[config.mk]
export PLATFORM = sky130hd
export DESIGN_NAME = dual_read_regfile
export DESIGN_NICKNAME = d
export VERILOG_FILES = /design/src/rtl/regfile_pkg.sv /design/src/rtl/rf_wdata_sel.sv /design/src/rtl/rf_bank.sv /design/src/rtl/rf_read_port.sv /design/src/rtl/dual_read_regfile.sv
export SDC_FILE = /design/constraint.sdc
export NUM_CORES = 1
export LEC_CHECK = 0
export BUFFER_PORTS_ARGS = -buffer_cell sky130_fd_sc_hd__buf_2
export CORE_ASPECT_RATIO = 1.75
export CORE_UTILIZATION = 50
export CTS_BUF_LIST = sky130_fd_sc_hd__clkbuf_8
export DETAILED_ROUTE_END_ITERATION = 8
export HOLD_SLACK_MARGIN = 0.12
export PLACE_DENSITY = 0.77
export SETUP_SLACK_MARGIN = 0.05
export SYNTH_ARGS = -nofsm -noshare
export SYNTH_HDL_FRONTEND = slang
export SYNTH_SLANG_ARGS = --single-unit
[constraint.sdc]
create_clock -name clk -period 4.4 [get_ports clk]
set_input_delay 0.44 -clock clk [delete_from_list [all_inputs] [get_ports clk]]
set_output_delay 0.44 -clock clk [all_outputs]
set_load 0.01 [all_outputs]
[src/rtl/regfile_pkg.sv]
package regfile_pkg;
  // Write-data source codes; the encoding is visible at the wd_src port.
  typedef enum logic [1:0] {
    WD_PC_INC = 2'd0,
    WD_ALU    = 2'd1,
    WD_MEM    = 2'd2,
    WD_PC_CUR = 2'd3
  } wd_src_e;
endpackage

[src/rtl/rf_wdata_sel.sv]
module rf_wdata_sel
  import regfile_pkg::*;
#(
  parameter int DATA_W = 16
) (
  input  logic [1:0]        sel_i,
  input  logic [DATA_W-1:0] pc_inc_i,
  input  logic [DATA_W-1:0] alu_i,
  input  logic [DATA_W-1:0] mem_i,
  input  logic [DATA_W-1:0] pc_cur_i,
  output logic [DATA_W-1:0] data_o
);
  wd_src_e src;
  assign src = wd_src_e'(sel_i);

  // four-way selection of the value to be written
  always_comb begin
    unique case (src)
      WD_PC_INC: data_o = pc_inc_i;
      WD_ALU:    data_o = alu_i;
      WD_MEM:    data_o = mem_i;
      default:   data_o = pc_cur_i;
    endcase
  end
endmodule

[src/rtl/rf_bank.sv]
module rf_bank #(
  parameter int DATA_W = 16,
  parameter int ADDR_W = 3
) (
  input  logic                          clk,
  input  logic                          rst_n,
  input  logic                          wr_en_i,
  input  logic [ADDR_W-1:0]             wr_addr_i,
  input  logic [DATA_W-1:0]             wr_data_i,
  output logic [(1<<ADDR_W)-1:0][DATA_W-1:0] regs_o
);
  localparam int NREG     = 1 << ADDR_W;
  localparam int ZERO_IDX = NREG - 1;

  genvar i;
  generate
    for (i = 0; i < NREG; i++) begin : g_entry
      if (i == ZERO_IDX) begin : g_zero
        // top entry has no storage
        assign regs_o[i] = '0;
      end else begin : g_store
        logic              load;
        logic [DATA_W-1:0] q;
        logic [DATA_W-1:0] q_nxt;

        // entry loads only when enabled and addressed
        always_comb begin
          load  = wr_en_i && (wr_addr_i == ADDR_W'(i));
          q_nxt = load ? wr_data_i : q;
        end

        // asynchronous clear
        always_ff @(posedge clk or negedge rst_n) begin
          if (!rst_n) q <= '0;
          else        q <= q_nxt;
        end

        assign regs_o[i] = q;
      end
    end
  endgenerate
endmodule

[src/rtl/rf_read_port.sv]
module rf_read_port #(
  parameter int DATA_W = 16,
  parameter int ADDR_W = 3
) (
  input  logic [(1<<ADDR_W)-1:0][DATA_W-1:0] regs_i,
  input  logic [ADDR_W-1:0]                  addr_i,
  output logic [DATA_W-1:0]                  data_o
);
  // purely combinational view of stored state, no bypass
  always_comb data_o = regs_i[addr_i];
endmodule

[src/rtl/dual_read_regfile.sv]
module dual_read_regfile #(
  parameter int DATA_W = 16,
  parameter int ADDR_W = 3
) (
  input  logic              clk,
  input  logic              rst_n,
  input  logic [ADDR_W-1:0] ra_addr,
  input  logic [ADDR_W-1:0] rb_addr,
  input  logic [ADDR_W-1:0] rc_addr,
  input  logic              rb_use_rc,
  input  logic              wr_to_exc,
  input  logic              wr_en,
  input  logic [1:0]        wd_src,
  input  logic [DATA_W-1:0] pc_inc,
  input  logic [DATA_W-1:0] alu_res,
  input  logic [DATA_W-1:0] mem_rdata,
  input  logic [DATA_W-1:0] pc_cur,
  output logic [DATA_W-1:0] rd_a,
  output logic [DATA_W-1:0] rd_b
);
  localparam int NREG    = 1 << ADDR_W;
  localparam int EXC_IDX = NREG - 2;

  // Reset: asserted asynchronously, released after two edges
  logic [1:0] rst_sync;
  logic       rst_sync_n;
  always_ff @(posedge clk or negedge rst_n) begin
    if (!rst_n) rst_sync <= '0;
    else        rst_sync <= {rst_sync[0], 1'b1};
  end
  assign rst_sync_n = rst_sync[1];

  logic [DATA_W-1:0]             wr_data;
  logic [ADDR_W-1:0]             wr_addr;
  logic [ADDR_W-1:0]             b_addr;
  logic [NREG-1:0][DATA_W-1:0]   regs;

  // write target redirection; R3: port B address choice
  always_comb begin
    wr_addr = wr_to_exc ? ADDR_W'(EXC_IDX) : rc_addr;
    b_addr  = rb_use_rc ? rc_addr : rb_addr;
  end

  rf_wdata_sel #(.DATA_W(DATA_W)) u_wsel (
    .sel_i    (wd_src),
    .pc_inc_i (pc_inc),
    .alu_i    (alu_res),
    .mem_i    (mem_rdata),
    .pc_cur_i (pc_cur),
    .data_o   (wr_data)
  );

  rf_bank #(.DATA_W(DATA_W), .ADDR_W(ADDR_W)) u_bank (
    .clk       (clk),
    .rst_n     (rst_sync_n),
    .wr_en_i   (wr_en),
    .wr_addr_i (wr_addr),
    .wr_data_i (wr_data),
    .regs_o    (regs)
  );

  rf_read_port #(.DATA_W(DATA_W), .ADDR_W(ADDR_W)) u_rd_a (
    .regs_i (regs),
    .addr_i (ra_addr),
    .data_o (rd_a)
  );

  rf_read_port #(.DATA_W(DATA_W), .ADDR_W(ADDR_W)) u_rd_b (
    .regs_i (regs),
    .addr_i (b_addr),
    .data_o (rd_b)
  );
endmodule

==> summary.md <==
| Metric | Value |
|---|---|
| Status | `finished, final reports clean` |
| RD Place Congestion | `a little under 0.8` |
| Core Region | `around 13000 um2` |
| Via count | `4624` |
| Crit path cell chain | `buf_2, mux2_4, nor2_4, a221oi_1, a221oi_1, buf_2` |
| Reg2reg end | `u_bank.g_entry[5].g_store.q[1]` |
| Die extent in x | `a little under 90 um` |
| # rows | `55` |
| Seq/Total Area, Yosys | `roughly 43%` |
| Post-Syn Nets | `between 500 and 600` |
| EDFF count, synth | `0` |
| Crit path max fanout | `49` |
| P&R area growth vs syn | `15.34%` |
| Synth area leaders | `dfrtp_1 43%, mux2_2 16%, mux4_2 11%` |
| Sink Count | `between 100 and 150` |
| Skew final | `approximately 11 ps` |
| P_leak | `about 0.0034 uW` |
| Setup CP Type | `input port to output port` |
| H-tree levels | `4` |
| Max clock buf depth | `2` |
| Slew @ Worst Pin | `around 1200 ps` |
| Sequential Power Share | `between 40% and 50%` |
| Crit end category | `output port` |
| WL/cell | `around 23 um` |
| Layout cell share with drive strength beyond 1 | `between 50% and 60%` |
| Combinational Power Share | `26.9%` |
| Hold Crit Class | `input port to async pin` |
| FF-to-FF setup slack | `roughly 2800 ps` |
| Clk Latency, worst-skew pair | `440 ps` |
| Hold-fix buffer count after cts | `1` |
| Vias per cell | `6.182` |
| Max Used Layer | `met4` |
| Routed wl met2 | `~9.5 mm` |
| Antenna violations before repair | `0` |
| # resized after CTS | `0` |
| Synth Register Bits | `roughly 110` |
| Syn Std Cell Area | `approximately 6700 um2` |
| P_sw | `~1100 uW` |
| Final ANT Viol Nets | `0` |
| DRC violations left | `0` |
| CP arrival | `approximately 2600 ps` |
| Crit path launch type | `input port` |
| Max Cap Viol | `0` |
| Final wirelength | `approximately 17 mm` |
| Initial Utilization | `about half` |
| Most frequent cells in the layout | `113 x dfrtp_1, 111 x buf_2, 97 x mux2_2, 48 x mux2i_1, 40 x mux2_1` |
| Number of global-route vias before repair | `5255` |
| Crit path largest cell delay | `~640 ps` |
| Switching power share of the total | `a little under a third` |
| Max IR drop VDD | `0.2516 mV` |
| GR Overflow Total | `0` |
| CTS tree | `done` |
| Dominant synthesized flop cell | `dfrtp_1` |
| Total GRT Usage | `between 20 and 30%` |
| Die area | `about 14000 um2` |
| Syn. warnings | `0` |
| Fin Setup TNS | `0 ps` |
| Die height | `154.8 um` |
| Post-DP HPWL | `11.15 mm` |
| First-pass GRT wire length | `approximately 27 mm` |
| Family with the most delay on the worst path | `simple AND/OR/NAND/NOR gates` |
| Ant. Diodes | `0` |
| Min Tclk post-route | `3056 ps` |
| Pre-Repair DR Iteration Count | `4` |
| Crit path required time | `~4000 ps` |
| Synthesized area per cell | `between 10 and 15 um2` |
| Power per cell area | `~460 nW/um2` |
| Nets | `644` |
| Met1 WL | `slightly above 6 mm` |
| RSZ-0062 raised after global routing | `no` |
| CTS Root Cell | `clkbuf_8` |
| Worst rel slew slack | `about a fifth` |
| Cell taking the most area after synthesis | `dfrtp_1` |
| Crit. Startpoint | `rb_use_rc` |
| Post-CTS setup buffers | `0` |
| Fin. Hold Viols | `0` |
| FILL cells | `between 1k and 1.5k` |
| IO Pins | `112` |
| Synth cell types | `31` |
| Routed wl met3 | `~620 um` |
| Reg2reg path depth | `1` |
| Max Fclk | `approximately 330 MHz` |
| Final Cycle Share | `69.46%` |
| Initial drt markers | `~240` |
| Slowest CP cell | `nor2_4` |
| RR Startpoint | `rst_sync[1]` |
| Pint | `2427 uW` |
| Most common cell after layout, fill and taps aside | `dfrtp_1` |
| Worst-path clk slew | `approximately 80 ps` |
| Final WS setup | `roughly 1300 ps` |
| Largest net degree at the start of global routing | `79` |
| Crit path buffers/inverters | `2` |
| Synthesized instance count | `approximately 460` |
| Clk pwr share | `between 20% and 30%` |
| IO buf count | `111` |
| Final Setup Violations | `0` |
| CTS Buf Count | `17` |
| Slew Viols, Final | `0` |
| Synth top area share | `42.75%` |
| Place WS | `between 1000 and 1500 ps` |
| Asr flop ratio synth | `between 90% and 100%` |
## Yosys cell counts (3+ instances only)
| master | n |
|---|---|
| nor2_1 | 4 |
| o21ai_0 | 14 |
| buf_6 | 5 |
| mux4_2 | 32 |
| dfrtp_1 | 114 |
| mux2_4 | 7 |
| clkbuf_1 | 6 |
| buf_2 | 20 |
| mux2_2 | 97 |
| mux2_1 | 40 |
| nand2_1 | 18 |
| buf_4 | 3 |
| a221oi_2 | 20 |
| a221oi_1 | 12 |
| mux2i_1 | 49 |
## cell type report
cell class / count / area, um2 / area share (%)
clock inverter: 14 / 163.9 / 2.130
timing repair buffer: 120 / 625.6 / 8.129
sequential: 114 / 2856 / 37.12
tap: 171 / 214.0 / 2.780
multi-input combinational: 311 / 3588 / 46.63
clock buffer: 18 / 247.7 / 3.219
## routing by layer
metal | up-vias | GRT usage (%)
li1 | 2002 | -
met1 | 2418 | 28.38
met2 | 145 | 48.38
met3 | 59 | 4.803
met4 | 0 | 14.81
met5 | - | 0
## stage by stage
| step | hold WS, ps | power, uW | instances | area [um2] | util (%) |
|---|---|---|---|---|---|
| after floorplan | 144.4 | 2215 | 462 | 6673 | - |
| after global placement | 225.4 | 2441 | 715 | 7274 | 55.93 |
| after detailed placement | 229.3 | 2505 | 715 | 7274 | 55.93 |
| after CTS | 289.4 | 3520 | 748 | 7696 | 59.17 |
| after global routing | 296.5 | 3675 | 748 | 7696 | 59.17 |
| final | 305.9 | 3507 | 748 | 7696 | 59.17 |
## sequential cells by signal (all words and copies together), names as in the netlist
| name | cells |
|---|---|
| u_bank.g_entry.g_store.q | 112 |
| rst_sync | 2 |
## logic make-up (layout without fill, tap and decap cells)
family	after synthesis	in the layout	share of synthesized area (%)
compound gates	51	51	7.613
other cells	1	1	0.05620
mux	226	226	43.05
flops	114	114	42.75
buf+inv	37	152	3.844
simple gates	33	33	2.681
## worst max path at each step
stage / to / slack (ps) / cells after the start
finish: rd_b[2] / 1340 / 6
global route: rd_b[0] / 1220 / 6
CTS: rd_b[15] / 1330 / 6
detailed placement: rd_b[15] / 1320 / 6
global placement: rd_b[0] / 1350 / 6
floorplan: u_bank.g_entry[0].g_store.q[0] / 990 / 0
## power by group through the flow
stage / Clock, uW / Combinational (uW) / Sequential [uW]
floorplan: 0 / 726 / 1490
global placement: 0 / 908 / 1530
detailed placement: 0 / 945 / 1560
CTS: 1030 / 949 / 1540
global route: 1080 / 1020 / 1580
finish: 1010 / 943 / 1550
Power figures use the tool's default switching activity.
